==> config.mk <==
export PLATFORM = sky130hd
export DESIGN_NAME = intc_accept
export DESIGN_NICKNAME = d
export VERILOG_FILES = /design/src/rtl/intc_pkg.sv /design/src/rtl/intc_lvl_regs.sv /design/src/rtl/intc_arbiter.sv /design/src/rtl/intc_vecgen.sv /design/src/rtl/intc_accept.sv
export SDC_FILE = /design/constraint.sdc
export NUM_CORES = 1
export LEC_CHECK = 0
export ABC_AREA = 1
export CAP_MARGIN = 15
export CORE_UTILIZATION = 41
export DETAILED_ROUTE_END_ITERATION = 16
export DONT_BUFFER_PORTS = 1
export GPL_ROUTABILITY_DRIVEN = 0
export RECOVER_POWER = 25
export SLEW_MARGIN = 20
export SYNTH_ARGS = -nofsm -noshare
export SYNTH_HDL_FRONTEND = slang
export SYNTH_SLANG_ARGS = --single-unit
==> constraint.sdc <==
create_clock -name clk -period 12.9 [get_ports clk]
set_input_delay 0.645 -clock clk [delete_from_list [all_inputs] [get_ports clk]]
set_output_delay 0.645 -clock clk [all_outputs]
set_load 0.005 [all_outputs]
==> src/rtl/intc_pkg.sv <==
package intc_pkg;
    localparam int LVL_W = 3;
    typedef logic [LVL_W-1:0] lvl_t;
    localparam lvl_t LVL_MAX = '1;
endpackage

==> src/rtl/intc_lvl_regs.sv <==
module intc_lvl_regs
    import intc_pkg::*;
#(
    parameter int NUM_SRC = 8,
    localparam int IDX_W = $clog2(NUM_SRC)
) (
    input  logic                        clk,
    input  logic                        rst_n,
    input  logic                        we_i,
    input  logic [IDX_W-1:0]            idx_i,
    input  lvl_t                        wdata_i,
    output logic [NUM_SRC-1:0][LVL_W-1:0] lvl_o
);
    typedef struct packed {
        logic [NUM_SRC-1:0][LVL_W-1:0] lvl;
    } st_t;

    st_t st_d, st_q;

    always_comb begin
        st_d = st_q;
        if (we_i) st_d.lvl[idx_i] = wdata_i;
    end

    always_ff @(posedge clk) begin
        if (!rst_n) st_q <= '0;
        else        st_q <= st_d;
    end

    assign lvl_o = st_q.lvl;

    // a write lands in the addressed entry
    a_r10_write_lands: assert property (@(posedge clk) disable iff (!rst_n)
        we_i |=> lvl_o[$past(idx_i)] == $past(wdata_i));

    for (genvar g = 0; g < NUM_SRC; g++) begin : g_keep
        // other entries keep their value
        a_r10_others_kept: assert property (@(posedge clk) disable iff (!rst_n)
            (we_i && (idx_i != IDX_W'(g))) |=> $stable(lvl_o[g]));
    end
endmodule

==> src/rtl/intc_arbiter.sv <==
module intc_arbiter
    import intc_pkg::*;
#(
    parameter int NUM_SRC = 8,
    parameter logic [NUM_SRC-1:0] NMI_MASK = '0,
    localparam int IDX_W = $clog2(NUM_SRC)
) (
    input  logic [NUM_SRC-1:0]            pend_i,
    input  logic [NUM_SRC-1:0][LVL_W-1:0] lvl_i,
    input  logic                          irq_en_i,
    input  lvl_t                          ipl_i,
    output logic                          win_vld_o,
    output logic [IDX_W-1:0]              win_idx_o,
    output lvl_t                          win_lvl_o
);
    logic [NUM_SRC-1:0] elig;

    always_comb begin
        for (int i = 0; i < NUM_SRC; i++)
            elig[i] = pend_i[i] && (lvl_i[i] > ipl_i) && (irq_en_i || NMI_MASK[i]);
    end

    always_comb begin
        win_vld_o = 1'b0;
        win_idx_o = '0;
        win_lvl_o = '0;
        for (int i = 0; i < NUM_SRC; i++) begin
            if (elig[i] && (!win_vld_o || lvl_i[i] > win_lvl_o)) begin
                win_vld_o = 1'b1;
                win_idx_o = IDX_W'(i);
                win_lvl_o = lvl_i[i];
            end
        end
    end
endmodule

==> src/rtl/intc_vecgen.sv <==
module intc_vecgen #(
    parameter int ADDR_W    = 32,
    parameter int IDX_W     = 3,
    parameter int FIRST_NUM = 50
) (
    input  logic [ADDR_W-1:0] base_i,
    input  logic [IDX_W-1:0]  idx_i,
    output logic [ADDR_W-1:0] vec_o
);
    localparam logic [ADDR_W-1:0] FIRST = ADDR_W'(FIRST_NUM);

    logic [ADDR_W-1:0] num;

    always_comb begin
        num   = FIRST + ADDR_W'(idx_i);
        vec_o = base_i + (num << 2);
    end
endmodule

==> src/rtl/intc_accept.sv <==
module intc_accept
    import intc_pkg::*;
#(
    parameter int NUM_SRC   = 8,
    parameter int ADDR_W    = 32,
    parameter int FIRST_NUM = 50,
    parameter logic [NUM_SRC-1:0] NMI_MASK = NUM_SRC'(1) << (NUM_SRC - 1),
    localparam int IDX_W = $clog2(NUM_SRC)
) (
    input  logic               clk,
    input  logic               rst_n,
    input  logic [NUM_SRC-1:0] req_i,
    input  logic               lvl_we_i,
    input  logic [IDX_W-1:0]   lvl_idx_i,
    input  logic [LVL_W-1:0]   lvl_wdata_i,
    input  logic               irq_en_i,
    input  logic [LVL_W-1:0]   ipl_i,
    input  logic [ADDR_W-1:0]  tbl_base_i,
    output logic               ack_o,
    output logic [IDX_W-1:0]   ack_src_o,
    output logic [ADDR_W-1:0]  ack_vec_o
);
    typedef struct packed {
        logic [NUM_SRC-1:0] pend;
        logic               ack;
        logic [IDX_W-1:0]   src;
        logic [ADDR_W-1:0]  vec;
    } st_t;

    st_t st_d, st_q;

    logic [NUM_SRC-1:0][LVL_W-1:0] lvl;
    logic               win_vld;
    logic [IDX_W-1:0]   win_idx;
    lvl_t               win_lvl;
    logic [ADDR_W-1:0]  win_vec;
    logic [NUM_SRC-1:0] clr;

    intc_lvl_regs #(.NUM_SRC(NUM_SRC)) u_lvl (
        .clk     (clk),
        .rst_n   (rst_n),
        .we_i    (lvl_we_i),
        .idx_i   (lvl_idx_i),
        .wdata_i (lvl_wdata_i),
        .lvl_o   (lvl)
    );

    intc_arbiter #(.NUM_SRC(NUM_SRC), .NMI_MASK(NMI_MASK)) u_arb (
        .pend_i    (st_q.pend),
        .lvl_i     (lvl),
        .irq_en_i  (irq_en_i),
        .ipl_i     (ipl_i),
        .win_vld_o (win_vld),
        .win_idx_o (win_idx),
        .win_lvl_o (win_lvl)
    );

    intc_vecgen #(.ADDR_W(ADDR_W), .IDX_W(IDX_W), .FIRST_NUM(FIRST_NUM)) u_vec (
        .base_i (tbl_base_i),
        .idx_i  (win_idx),
        .vec_o  (win_vec)
    );

    always_comb begin
        st_d = st_q;
        clr  = '0;
        if (win_vld) clr[win_idx] = 1'b1;
        st_d.pend = (st_q.pend & ~clr) | req_i;
        st_d.ack  = win_vld;
        if (win_vld) begin
            st_d.src = win_idx;
            st_d.vec = win_vec;
        end
    end

    always_ff @(posedge clk) begin
        if (!rst_n) st_q <= '0;
        else        st_q <= st_d;
    end

    assign ack_o     = st_q.ack;
    assign ack_src_o = st_q.src;
    assign ack_vec_o = st_q.vec;

    // a winner is pending, above the processor level, and enabled or non-maskable
    a_r1_win_eligible: assert property (@(posedge clk) disable iff (!rst_n)
        win_vld |-> (st_q.pend[win_idx] && (win_lvl > ipl_i) && (irq_en_i || NMI_MASK[win_idx])));

    // processor level 7 blocks the following acknowledge
    a_r2_ipl7_blocks: assert property (@(posedge clk) disable iff (!rst_n)
        (ipl_i == LVL_MAX) |=> !ack_o);

    // no eligible source outranks the winner
    for (genvar g = 0; g < NUM_SRC; g++) begin : g_rank
        a_r5_no_better: assert property (@(posedge clk) disable iff (!rst_n)
            (win_vld && st_q.pend[g] && (lvl[g] > ipl_i) && (irq_en_i || NMI_MASK[g]))
            |-> ((lvl[g] < win_lvl) || ((lvl[g] == win_lvl) && (IDX_W'(g) >= win_idx))));
    end

    // registered vector matches registered source
    a_r7_vec_match: assert property (@(posedge clk) disable iff (!rst_n)
        ack_o |-> ack_vec_o == $past(tbl_base_i) + ((ADDR_W'(FIRST_NUM) + ADDR_W'(ack_src_o)) << 2));

    // an unrefreshed winner drops its pending bit
    a_r8_clear: assert property (@(posedge clk) disable iff (!rst_n)
        (win_vld && !req_i[win_idx]) |=> !st_q.pend[$past(win_idx)]);
endmodule

Word level (Yosys, flattened, before mapping):

Cells that the tools add are included.

* output and inout port bits: 36
* bits of input ports: 53
* word-level logic and storage cells: 102
* register bits: 68

* add/sub/neg operators: 2
* reduce and logical (&&, ||, !) cells: 38
* $lt $le $gt $ge: 19
* bitwise operators: 3
* multiplexer cells: 28

Operators by type and width (number)
* 3-bit > comparator: 15
* 3-bit two-way mux: 14
* 32-bit adder: 1
* 24-bit bitwise mux: 1
* 1-bit logical AND: 24
* 1-bit two-way mux: 10
* 3-bit demux with 3-bit select: 1
* 8-bit bitwise AND: 1
* 3-bit by 4-bit < comparator with 1-bit output, second input constant: 2
* 8-bit two-way mux: 1
* 8-bit NOT: 1
* 8-bit OR: 1
* 6-bit by 3-bit adder with 7-bit output, first input constant: 1
* 1-bit logical NOT: 7
* 1-bit logical OR: 7
* 3-bit by 1-bit greater-or-equal comparator with 1-bit output, second input constant: 2
* 1-bit demux with 3-bit select: 1

Logic depth before layout (Yosys ltp):

Gate-level depths: netlist of the first run.

* depth after elaboration: 40
* depth in mapped cells: 85
* depth with buffers taken out: 85

Modules after synthesis:

A second synthesis of the first run with hierarchy kept.

* cell total of the unflattened synthesis: 859
* area, all modules: 5476.5 µm²

By module, submodules not included
* intc_accept: cells an instance 236, area an instance 1828.0 µm², times used 1, seq. area each 880.8 µm²
* intc_arbiter: cells an instance 270, area an instance 1610.3 µm², times used 1, seq. area each 0.0 µm²
* intc_vecgen: cells an instance 203, area an instance 1052.3 µm², times used 1, seq. area each 0.0 µm²
* intc_lvl_regs: cells an instance 150, area an instance 985.9 µm², times used 1, seq. area each 480.5 µm²

Worst setup path after synthesis of the first run:

Ideal clock, no wire load.

* path type: input port to flip-flop
* start point: input port ipl_i[2]
* end point: register st_q (netlist bit ack_vec_o[29])
* setup slack: 2.923 ns
* data arrival time: 9.902 ns
* setup time: 0.074 ns
* path buffers: 0
* stages on the path: 78
* data required time: 12.826 ns
* path through: inv_1 -> ha_1 -> nand3_1 -> nand2_2 -> inv_2 -> nand2_4 -> nor2_1 -> inv_1 -> ha_1 -> nand3b_1 -> nand2_1 -> nand2_1 -> a21oi_1 -> nand2_1 -> and2_1 -> ha_1 -> a21oi_1 -> o21ai_0 -> [42 not listed] -> nand2_1 -> nand2_1 -> nand2_2 -> nand2_1 -> inv_1 -> nand2_1 -> ha_1 -> inv_1 -> ha_1 -> nand3_1 -> nand3_2 -> nand2_1 -> nand2_2 -> o21ai_2 -> nor3_1 -> nand2_1 -> or2_2 -> a31oi_1

* cells in the longest elaborated chain, start to end: 34
* elaborated cells on any way between the ends: 75
* those cells by class: 2 x add/sub; 15 x order compare; 22 x mux; 36 x reduce/logical

Ends and longest elaborated chain
* start, declared: RTL line intc_accept.sv:17 `input logic [LVL_W-1:0] ipl_i,`
* 3-bit > comparator: RTL line intc_arbiter.sv:20 `elig[i] = pend_i[i] && (lvl_i[i] > ipl_i) && (irq_en_i || NMI_MASK[i]);`
* 1-bit logical AND (2 in a row): RTL line intc_arbiter.sv:20
* 3-bit two-way mux or 1-bit two-way mux (tied branches): RTL line intc_arbiter.sv:28 `if (elig[i] && (!win_vld_o || lvl_i[i] > win_lvl_o)) begin`
* 3-bit > comparator or 1-bit logical NOT (tied branches): RTL line intc_arbiter.sv:28
* 1-bit logical OR: RTL line intc_arbiter.sv:28
* 1-bit logical AND: RTL line intc_arbiter.sv:28
* 3-bit two-way mux or 1-bit two-way mux (tied branches): RTL line intc_arbiter.sv:28
* 3-bit > comparator or 1-bit logical NOT (tied branches): RTL line intc_arbiter.sv:28
* [18 not listed]
* 3-bit two-way mux or 1-bit two-way mux (tied branches): RTL line intc_arbiter.sv:28
* 3-bit > comparator or 1-bit logical NOT (tied branches): RTL line intc_arbiter.sv:28
* 1-bit logical OR: RTL line intc_arbiter.sv:28
* 1-bit logical AND: RTL line intc_arbiter.sv:28
* 3-bit two-way mux *: RTL line intc_arbiter.sv:28
* named net u_arb.win_idx_o[1]: RTL line intc_arbiter.sv:13 `output logic [IDX_W-1:0] win_idx_o,`
* 6-bit by 3-bit adder with 7-bit output *: RTL line intc_vecgen.sv:15 `num = FIRST + ADDR_W'(idx_i);`
* 32-bit adder *: RTL line intc_vecgen.sv:16 `vec_o = base_i + (num << 2);`
* end signal, assigned: RTL line intc_accept.sv:78 `else st_q <= st_d;`
* end, declared: RTL line intc_accept.sv:30 `st_t st_d, st_q;`

The timed path passes the listed nets; every way through them passes the cells marked *.
A chain may end at the register's enable or synchronous reset.

Worst setup path in the final report of the first run:

* start point: input port ipl_i[1]
* end point: register st_q (netlist bit ack_vec_o[29])

The elaborated chain is that of the path after synthesis.

==> flow_metrics.env, run 1 <==
export IMPL_place_ws_ns=1.55
export IMPL_final_util_pct=43.4
export IMPL_boundaryPins=89
export IMPL_finalCritPeriodShare_pct=85.5
export IMPL_final_min_clock_period_ns=11.02
export IMPL_final_common_cell="nand2_1"
export IMPL_ys_types=34
export IMPL_die_y_microns=114
export IMPL_seq_area_frac_synth_pct=26.7
export IMPL_yosys_warnings=0
export IMPL_core_area_sq_mm=0.0121
export IMPL_dp_hpwl_mm=10.3
export IMPL_ant_nets=0
export IMPL_fmax_mhz=90.7
export IMPL_hold_class="in -> reg"
export IMPL_p_leak_nw=2.46
export IMPL_drive_gt1_share_pct=7.05
export IMPL_finalWorstSetupSlack_ns=1.88
export IMPL_avgRoutedWirePerCell_microns=15.1
export IMPL_cp_common_cell="nand2_1"
export IMPL_slowest_delay_ns=0.33
export IMPL_mostFrequentLayoutCells="122 x nand2_1, 91 x inv_1, 83 x nor2_1, 68 x dfxtp_1, 67 x o21ai_0"
export IMPL_swShare_pct=30.9
export IMPL_timing_worst_setup_path_type="in -> reg"
export IMPL_clock_latency_ns=0.34
export IMPL_grt_pass1_wl_mm=21.5
export IMPL_viasPerCell=5.19
export IMPL_clk_pin_slew_ns=0.06
export IMPL_grt_overflow_total=0
export IMPL_grt_setup_unrepaired="false"
export IMPL_end_kind="register"
export IMPL_rows=40
export IMPL_whs_ns=0.425
export IMPL_p_int_w=0.000398
export IMPL_ctsLongestPathBuffers=2
export IMPL_status="finished, final reports clean"
export IMPL_dr_pass1_iters=4
export IMPL_yosys_register_bits=68
export IMPL_placed_cell_area_sq_mm=0.00496
export IMPL_maxCapViolations=0
export IMPL_syn_num_nets=852
export IMPL_antenna_found_initial=0
export IMPL_ctsResizeCount=0
export IMPL_p_comb_share_pct=17.9
export IMPL_drt_iter0_drc=208
export IMPL_fin_nets=812
export IMPL_syn_inst=745
export IMPL_remaining_drc_errors=0
export IMPL_n_antenna_cell=0
export IMPL_initial_core_util_pct=42.3
export IMPL_grt_max_degree=59
export IMPL_syn_to_final_growth_pct=2.60
export IMPL_cts_buffers=9
export IMPL_rr_startpoint="u_lvl.lvl_o[2]"
export IMPL_cts_tree="built"
export IMPL_hold_path_startpoint="rst_n"
export IMPL_synth_area_sq_mm=0.00510
export IMPL_htree_levels=3
export IMPL_power_density_mw_per_mm2=110
export IMPL_final_max_slew_violation_count=0
export IMPL_power_frac_clock_pct=39.3
export IMPL_cp_start_kind="input pin"
export IMPL_hold_buffers=0
export IMPL_die_x_microns=114
export IMPL_vdd_drop_max_v=0.0000639
export IMPL_p_seq_share_pct=42.8
export IMPL_slowest_stage="inv_1"
export IMPL_synth_avg_cell_area_sq_um=6.84
export IMPL_clkSinkCount=68
export IMPL_io_buffers=0
export IMPL_fin_area_sq_mm=0.00523
export IMPL_hold_viol_final=0
export IMPL_grt_util_all_layers_pct=21.5
export IMPL_skew_ns=0.00537
export IMPL_startpoint="ipl_i[1]"
export IMPL_cts_setup_buffers=0
export IMPL_die_area_sq_mm=0.0129
export IMPL_critPathRequiredTime_ns=13.17
export IMPL_worstMarginPinSlew_ns=0.708
export IMPL_p_sw_w=0.000178
export IMPL_cts_root_buffer="clkbuf_16"
export IMPL_num_vias=4556
export IMPL_wl_mm=13.2
export IMPL_setup_viol_count_final=0
export IMPL_cp_max_fo=8
export IMPL_arrival_ns=11.29
export IMPL_slew_headroom_pct=52.7
export IMPL_grt_pass1_vias=4397
export IMPL_fin_tns_setup_ns=0
==> critical path: cells and delay by family <==
| family | cells | cell delay, ns |
|---|---|---|
| and+or+nand+nor | 49 | 5.22 |
| adders and majority gates | 10 | 2.96 |
| AOI/OAI and AO/OA | 12 | 1.67 |
| buffers and inverters | 7 | 0.75 |
==> synth_stat cells <==
library cell  instances  area share (%)
a211oi_1              1            0.15
a21oi_1              53             5.2
a21oi_2               2            0.34
a31oi_1               5            0.61
and2_1                9             1.1
buf_1                 2            0.15
buf_2                 3            0.29
buf_4                36             5.3
buf_6                 2            0.44
clkbuf_1              8            0.59
dfxtp_1              68              27
fa_1                  1            0.39
ha_1                 53              13
inv_1                91             6.7
inv_2                 4            0.29
nand2_1             122             9.0
nand2_2              10             1.2
nand2_4               3            0.66
nand3_1              56             5.5
nand3_2               2            0.39
nand3b_1              2            0.29
nand4_1              12             1.5
nand4_2               1            0.25
nor2_1               83             6.1
nor2_2                3            0.37
nor2_4                2            0.44
nor3_1               10            0.98
nor4_1                3            0.37
nor4_2                1            0.25
o21ai_0              67             6.6
o21ai_2               1            0.17
or2_2                 6            0.74
xnor2_1              10             1.7
xor2_1               13             2.2
==> through the flow <==
step / std cells / total power, W
after global routing: 877 / 0.000609
after global placement: 862 / 0.000351
after floorplan: 745 / 0.000354
after detailed placement: 862 / 0.000355
after CTS: 877 / 0.000583
final: 877 / 0.000576
==> kinds of logic (layout without fill, tap and decap cells) <==
kind of cell	count (synthesis)	count (layout)	synth area share [%]
fa+ha+maj	54	54	13.4
compound gates	129	129	13.1
xor+xnor	23	23	3.95
simple gates	325	325	29.1
buf+inv	146	110	13.8
flops	68	68	26.7
==> final timing paths <==
path                            cells after the start             to  slack, ns
worst max-delay path                               78  ack_vec_o[29]       1.88
worst min-delay path                                2   ack_src_o[0]       0.42
worst max register to register                     76  ack_vec_o[29]       2.20
worst min register to register                      2       st_q[43]       0.46
==> metal layers <==
| layer | share of wire (%) | global-route usage [%] |
|---|---|---|
| met5 | 0 | 0 |
| met4 | 2.3 | 10.1 |
| met3 | 7.0 | 6.06 |
| met2 | 48 | 36.7 |
| met1 | 42 | 24.8 |
==> final cells by class <==
cell class                      instances  area (sq um)
Clock buffer                            9           225
Clock inverter                          6          42.5
Multi-Input combinational cell        531          3040
Inverter                               95           357
Fill cell                            1267          6830
Tap cell                              168           210
Sequential cell                        68          1360
==> flip-flops by register name (all words and copies together), names as in the netlist <==
signal,flops
ack_o,1
st_q,8
ack_vec_o,32
ack_src_o,3
u_lvl.lvl_o,24
==> power groups by stage <==
stage          Clock (W)  Combinational (W)  Sequential (W)
3_5_place_dp           0           0.000103        0.000251
2_1_floorplan          0           0.000112        0.000242
6_report        0.000226           0.000103        0.000247
4_1_cts         0.000232           0.000104        0.000247
5_1_grt         0.000240           0.000119        0.000249
3_3_place_gp           0          0.0000996        0.000252
No activity file was read; power rests on OpenSTA's default activity.
==> run 2, diff against run 1 <==
--- a/config.mk
+++ b/config.mk
@@ -7,10 +7,13 @@
 export LEC_CHECK = 0
 export ABC_AREA = 1
 export CAP_MARGIN = 15
+export CELL_PAD_IN_SITES_DETAIL_PLACEMENT = 1
+export CELL_PAD_IN_SITES_GLOBAL_PLACEMENT = 1
 export CORE_UTILIZATION = 41
 export DETAILED_ROUTE_END_ITERATION = 16
 export DONT_BUFFER_PORTS = 1
 export GPL_ROUTABILITY_DRIVEN = 0
+export PLACE_DENSITY_LB_ADDON = 0.1
 export RECOVER_POWER = 25
 export SLEW_MARGIN = 20
 export SYNTH_ARGS = -nofsm -noshare
==> flow_metrics.env, run 2 (same netlist as run 1, synthesis figures left out) <==
export IMPL_grt_util_all_layers_pct=24.6
export IMPL_hold_buffers=0
export IMPL_die_y_microns=114
export IMPL_drt_iter0_drc=123
export IMPL_cts_root_buffer="clkbuf_16"
export IMPL_grtUsageMet3_pct=6.43
export IMPL_top_usage_layer="met2"
export IMPL_viasPerCell=5.21
export IMPL_avgRoutedWirePerCell_microns=17.0
export IMPL_cts_setup_buffers=0
export IMPL_n_antenna_cell=0
export IMPL_cp_max_fo=8
export IMPL_cts_buffers=9
export IMPL_skew_ns=0.00879
export IMPL_maxCapViolations=0
export IMPL_antenna_found_initial=0
export IMPL_slowest_delay_ns=0.34
export IMPL_r2r_cells=80
export IMPL_critPathRequiredTime_ns=13.17
export IMPL_vdd_drop_max_v=0.0000665
export IMPL_grt_util_met1_pct=26.7
export IMPL_end_kind="register"
export IMPL_setup_viol_count_final=0
export IMPL_final_max_slew_violation_count=0
export IMPL_arrival_ns=11.56
export IMPL_fin_nets=812
export IMPL_worstMarginPinSlew_ns=0.719
export IMPL_finalCritPeriodShare_pct=87.5
export IMPL_hold_viol_final=0
export IMPL_rows=40
export IMPL_cp_start_kind="input pin"
export IMPL_ant_nets=0
export IMPL_fin_tns_setup_ns=0
export IMPL_grt_pass1_wl_mm=24.3
export IMPL_grt_setup_unrepaired="false"
export IMPL_cts_tree="built"
export IMPL_p_leak_nw=2.47
export IMPL_drive_gt1_share_pct=7.04
export IMPL_final_cells=878
export IMPL_clk_pin_slew_ns=0.06
export IMPL_dp_hpwl_mm=12.0
export IMPL_slowest_stage="ha_1"
export IMPL_holdPathStages=2
export IMPL_initial_core_util_pct=42.3
export IMPL_largest_reg_flops=32
export IMPL_timing_worst_setup_path_type="in -> reg"
export IMPL_mostFrequentLayoutCells="122 x nand2_1, 91 x inv_1, 83 x nor2_1, 68 x dfxtp_1, 67 x o21ai_0"
export IMPL_final_common_cell="nand2_1"
export IMPL_core_area_sq_mm=0.0121
export IMPL_fmax_mhz=88.6
export IMPL_slew_headroom_pct=52.0
export IMPL_wl_mm=14.9
export IMPL_die_x_microns=114
export IMPL_ctsLongestPathBuffers=2
export IMPL_hold_class="in -> reg"
export IMPL_cp_common_cell="nand2_1"
export IMPL_io_buffers=0
export IMPL_die_area_sq_mm=0.0129
export IMPL_dr_pass1_iters=4
export IMPL_htree_levels=3
export IMPL_final_min_clock_period_ns=11.29
export IMPL_boundaryPins=89
export IMPL_grt_overflow_total=0
export IMPL_syn_to_final_growth_pct=2.85
export IMPL_use_met2_pct=44.9
export IMPL_remaining_drc_errors=0
export IMPL_power_density_mw_per_mm2=112
export IMPL_grt_max_degree=59
export IMPL_clkSinkCount=68
export IMPL_grt_pass1_vias=4875
export IMPL_dp_cells=862
export IMPL_status="finished, final reports clean"
export IMPL_clock_latency_ns=0.34
export IMPL_num_vias=4570
export IMPL_ctsResizeCount=0
export IMPL_fill_cells=1586
run 2: changes by cell type in the layout (fill, tap and decap cells not counted):
cell / delta
clkinv_2: -1
clkbuf_1: +1
clkbuf_8: +1
run 2: layout make-up:
type / count / area [sq um] / area share, %
multi-input cells: 531 / 3040 / 57.9
flip-flops and latches: 68 / 1360 / 26.0
inverters: 95 / 357 / 6.80
clock buffers: 11 / 243 / 4.63
well taps: 168 / 210 / 4.01
clock inverters: 5 / 37.5 / 0.716
run 2: power by group:
part / switching, W / internal, W / total (W)
clock network: 0.0000965 / 0.000136 / 0.000232
logic: 0.0000685 / 0.0000387 / 0.000107
registers: 0.0000162 / 0.000231 / 0.000247
run 2: critical path, delay by kind of cell:
family                   cells  cell delay (ns)
AND/OR/NAND/NOR             53             5.37
adder cells (fa/ha/maj)     10             3.00
AO/OA/AOI/OAI               11             1.57
buffers and inverters        7             0.70
XOR/XNOR                     1             0.28
run 2: stage by stage:
stage	area, sq um	util, %	setup WS, ns	hold slack (ns)	power [W]
5_1_grt	5240	43.5	0.406	0.430	0.000619
4_1_cts	5240	43.5	1.57	0.414	0.000594
3_3_place_gp	4960	41.2	1.95	0.458	0.000354
2_1_floorplan	5100	-	2.92	0.439	0.000354
6_report	5240	43.5	1.61	0.440	0.000586
3_5_place_dp	4960	41.2	1.22	0.466	0.000360
run 2: worst paths after layout:
path | slack (ns) | startpoint | to
max | 1.61 | ipl_i[2] | ack_vec_o[26]
min | 0.44 | req_i[0] | st_q[36]
max reg2reg | 1.91 | u_lvl.lvl_o[2] | ack_vec_o[26]
min reg2reg | 0.47 | st_q[36] | st_q[36]
run 2: metal layers:
metal / wire length [microns] / vias to the layer above
met5: 0 / -
met4: 409 / 0
met3: 704 / 21
met2: 7580 / 78
met1: 6200 / 2150
li1: - / 2321
==> run 3, diff against run 2 <==
--- a/config.mk
+++ b/config.mk
@@ -9,6 +9,7 @@
 export CAP_MARGIN = 15
 export CELL_PAD_IN_SITES_DETAIL_PLACEMENT = 1
 export CELL_PAD_IN_SITES_GLOBAL_PLACEMENT = 1
+export CORE_ASPECT_RATIO = 0.6
 export CORE_UTILIZATION = 41
 export DETAILED_ROUTE_END_ITERATION = 16
 export DONT_BUFFER_PORTS = 1
==> constraint.sdc (replaced) <==
create_clock -name clk -period 14.15 [get_ports clk]
set_input_delay 0.7075 -clock clk [delete_from_list [all_inputs] [get_ports clk]]
set_output_delay 0.7075 -clock clk [all_outputs]
set_load 0.005 [all_outputs]
==> flow_metrics.env, run 3 (same netlist as run 1, synthesis figures left out) <==
export IMPL_ctsLongestPathBuffers=2
export IMPL_vdd_drop_max_v=0.0000562
export IMPL_rows=31
export IMPL_fin_nets=812
export IMPL_avgRoutedWirePerCell_microns=18.1
export IMPL_slowest_stage="nor4_2"
export IMPL_finalCritPeriodShare_pct=81.5
export IMPL_clk_pin_slew_ns=0.06
export IMPL_p_sw_w=0.000169
export IMPL_startpoint="ipl_i[2]"
export IMPL_ctsResizeCount=0
export IMPL_finalWorstSetupSlack_ns=2.61
export IMPL_grt_setup_unrepaired="false"
export IMPL_cts_buffers=9
export IMPL_die_x_microns=146
export IMPL_power_frac_clock_pct=42.7
export IMPL_hold_viol_final=0
export IMPL_setup_viol_count_final=0
export IMPL_p_int_w=0.000399
export IMPL_slowest_delay_ns=0.57
export IMPL_antenna_found_initial=0
export IMPL_grt_max_degree=59
export IMPL_whs_ns=0.475
export IMPL_final_min_clock_period_ns=11.54
export IMPL_crit_buf_inv=8
export IMPL_final_max_slew_violation_count=0
export IMPL_die_y_microns=88.4
export IMPL_arrival_ns=11.73
export IMPL_largest_reg_flops=32
export IMPL_syn_to_final_growth_pct=3.44
export IMPL_hold_buffers=0
export IMPL_rr_startpoint="u_lvl.lvl_o[2]"
export IMPL_hold_class="reg -> reg"
export IMPL_swShare_pct=29.7
export IMPL_end_kind="register"
export IMPL_remaining_drc_errors=0
export IMPL_power_w=0.000568
export IMPL_crit_family="simple AND/OR/NAND/NOR gates"
export IMPL_fin_tns_setup_ns=0
export IMPL_grt_overflow_total=0
export IMPL_fmax_mhz=86.7
export IMPL_io_buffers=0
export IMPL_skew_ns=0.00936
export IMPL_initial_core_util_pct=42.1
export IMPL_grt_util_all_layers_pct=25.2
export IMPL_htree_levels=3
export IMPL_place_ws_ns=2.32
export IMPL_drive_gt1_share_pct=7.05
export IMPL_final_common_cell="nand2_1"
export IMPL_maxCapViolations=0
export IMPL_dr_pass1_iters=5
export IMPL_n_antenna_cell=0
export IMPL_status="finished, final reports clean"
export IMPL_grt_pass1_vias=4611
export IMPL_fill_cells=1587
export IMPL_mostFrequentLayoutCells="122 x nand2_1, 91 x inv_1, 83 x nor2_1, 68 x dfxtp_1, 67 x o21ai_0"
export IMPL_core_area_sq_mm=0.0121
export IMPL_ant_nets=0
export IMPL_clkSinkCount=68
export IMPL_wl_mm=15.8
export IMPL_drt_iter0_drc=196
export IMPL_p_comb_share_pct=17.6
export IMPL_p_seq_share_pct=39.7
export IMPL_num_vias=4621
export IMPL_timing_worst_setup_path_type="in -> reg"
export IMPL_power_density_mw_per_mm2=108
export IMPL_worstMarginPinSlew_ns=0.747
export IMPL_cp_max_fo=8
export IMPL_cts_tree="built"
export IMPL_cts_setup_buffers=0
export IMPL_cp_start_kind="input pin"
export IMPL_die_area_sq_mm=0.0129
export IMPL_cp_common_cell="nand2_1"
export IMPL_slew_headroom_pct=49.8
export IMPL_clock_latency_ns=0.34
export IMPL_cts_root_buffer="clkbuf_16"
export IMPL_p_leak_nw=2.48
export IMPL_viasPerCell=5.29
export IMPL_critPathRequiredTime_ns=14.34
export IMPL_dp_hpwl_mm=12.8
export IMPL_hold_path_startpoint="st_q[39]"
export IMPL_grt_pass1_wl_mm=24.8
export IMPL_boundaryPins=89
-- run 3: cell types whose count changed in the layout (fill, tap and decap cells not counted) --
cell,delta
bufinv_16,+2
clkbuf_1,-1
clkbuf_8,-1
clkinv_4,-2
inv_6,+1
-- run 3: layout make-up --
class,instances,area [sq um],share of cell area (%)
Tap cell,165,206,3.91
Clock buffer,9,225,4.27
Sequential cell,68,1360,25.8
Multi-Input combinational cell,531,3040,57.6
Inverter,95,357,6.76
Clock inverter,6,88.8,1.68
-- run 3: path summary, 6_finish.rpt --
| kind | end | slack (ns) | cells past startpoint |
|---|---|---|---|
| worst max-delay path | ack_vec_o[19] | 2.61 | 79 |
| worst min-delay path | st_q[39] | 0.48 | 2 |
| worst max register to register | ack_vec_o[19] | 2.99 | 77 |
| worst min register to register | st_q[39] | 0.48 | 2 |
-- run 3: power by group through the flow --
stage	clock, W	sequential, W	combinational [W]
floorplan	0	0.000221	0.000102
detailed placement	0	0.000229	0.0000997
CTS	0.000246	0.000226	0.000101
global route	0.000255	0.000227	0.000115
global placement	0	0.000229	0.0000933
finish	0.000243	0.000225	0.000100
-- run 3: worst min-delay path, delay by kind of cell (launching register included) --
kind	cells	cell delay, ns
simple gates	1	0.06
compound gates	1	0.05
flops	1	0.31
-- run 3: per-stage QoR --
step	util (%)	area, sq um	cells
2_1_floorplan	-	5100	745
3_3_place_gp	41.0	4960	859
3_5_place_dp	41.0	4960	859
4_1_cts	43.6	5270	874
5_1_grt	43.6	5270	874
6_report	43.6	5270	874
-- run 3: routing by layer --
metal	GRT usage (%)	up-vias	wire length, microns
met5	0	-	0
met1	36.8	2168	8580
met2	35.1	124	5870
met4	4.98	0	99
li1	-	2318	-
met3	8.97	11	1290
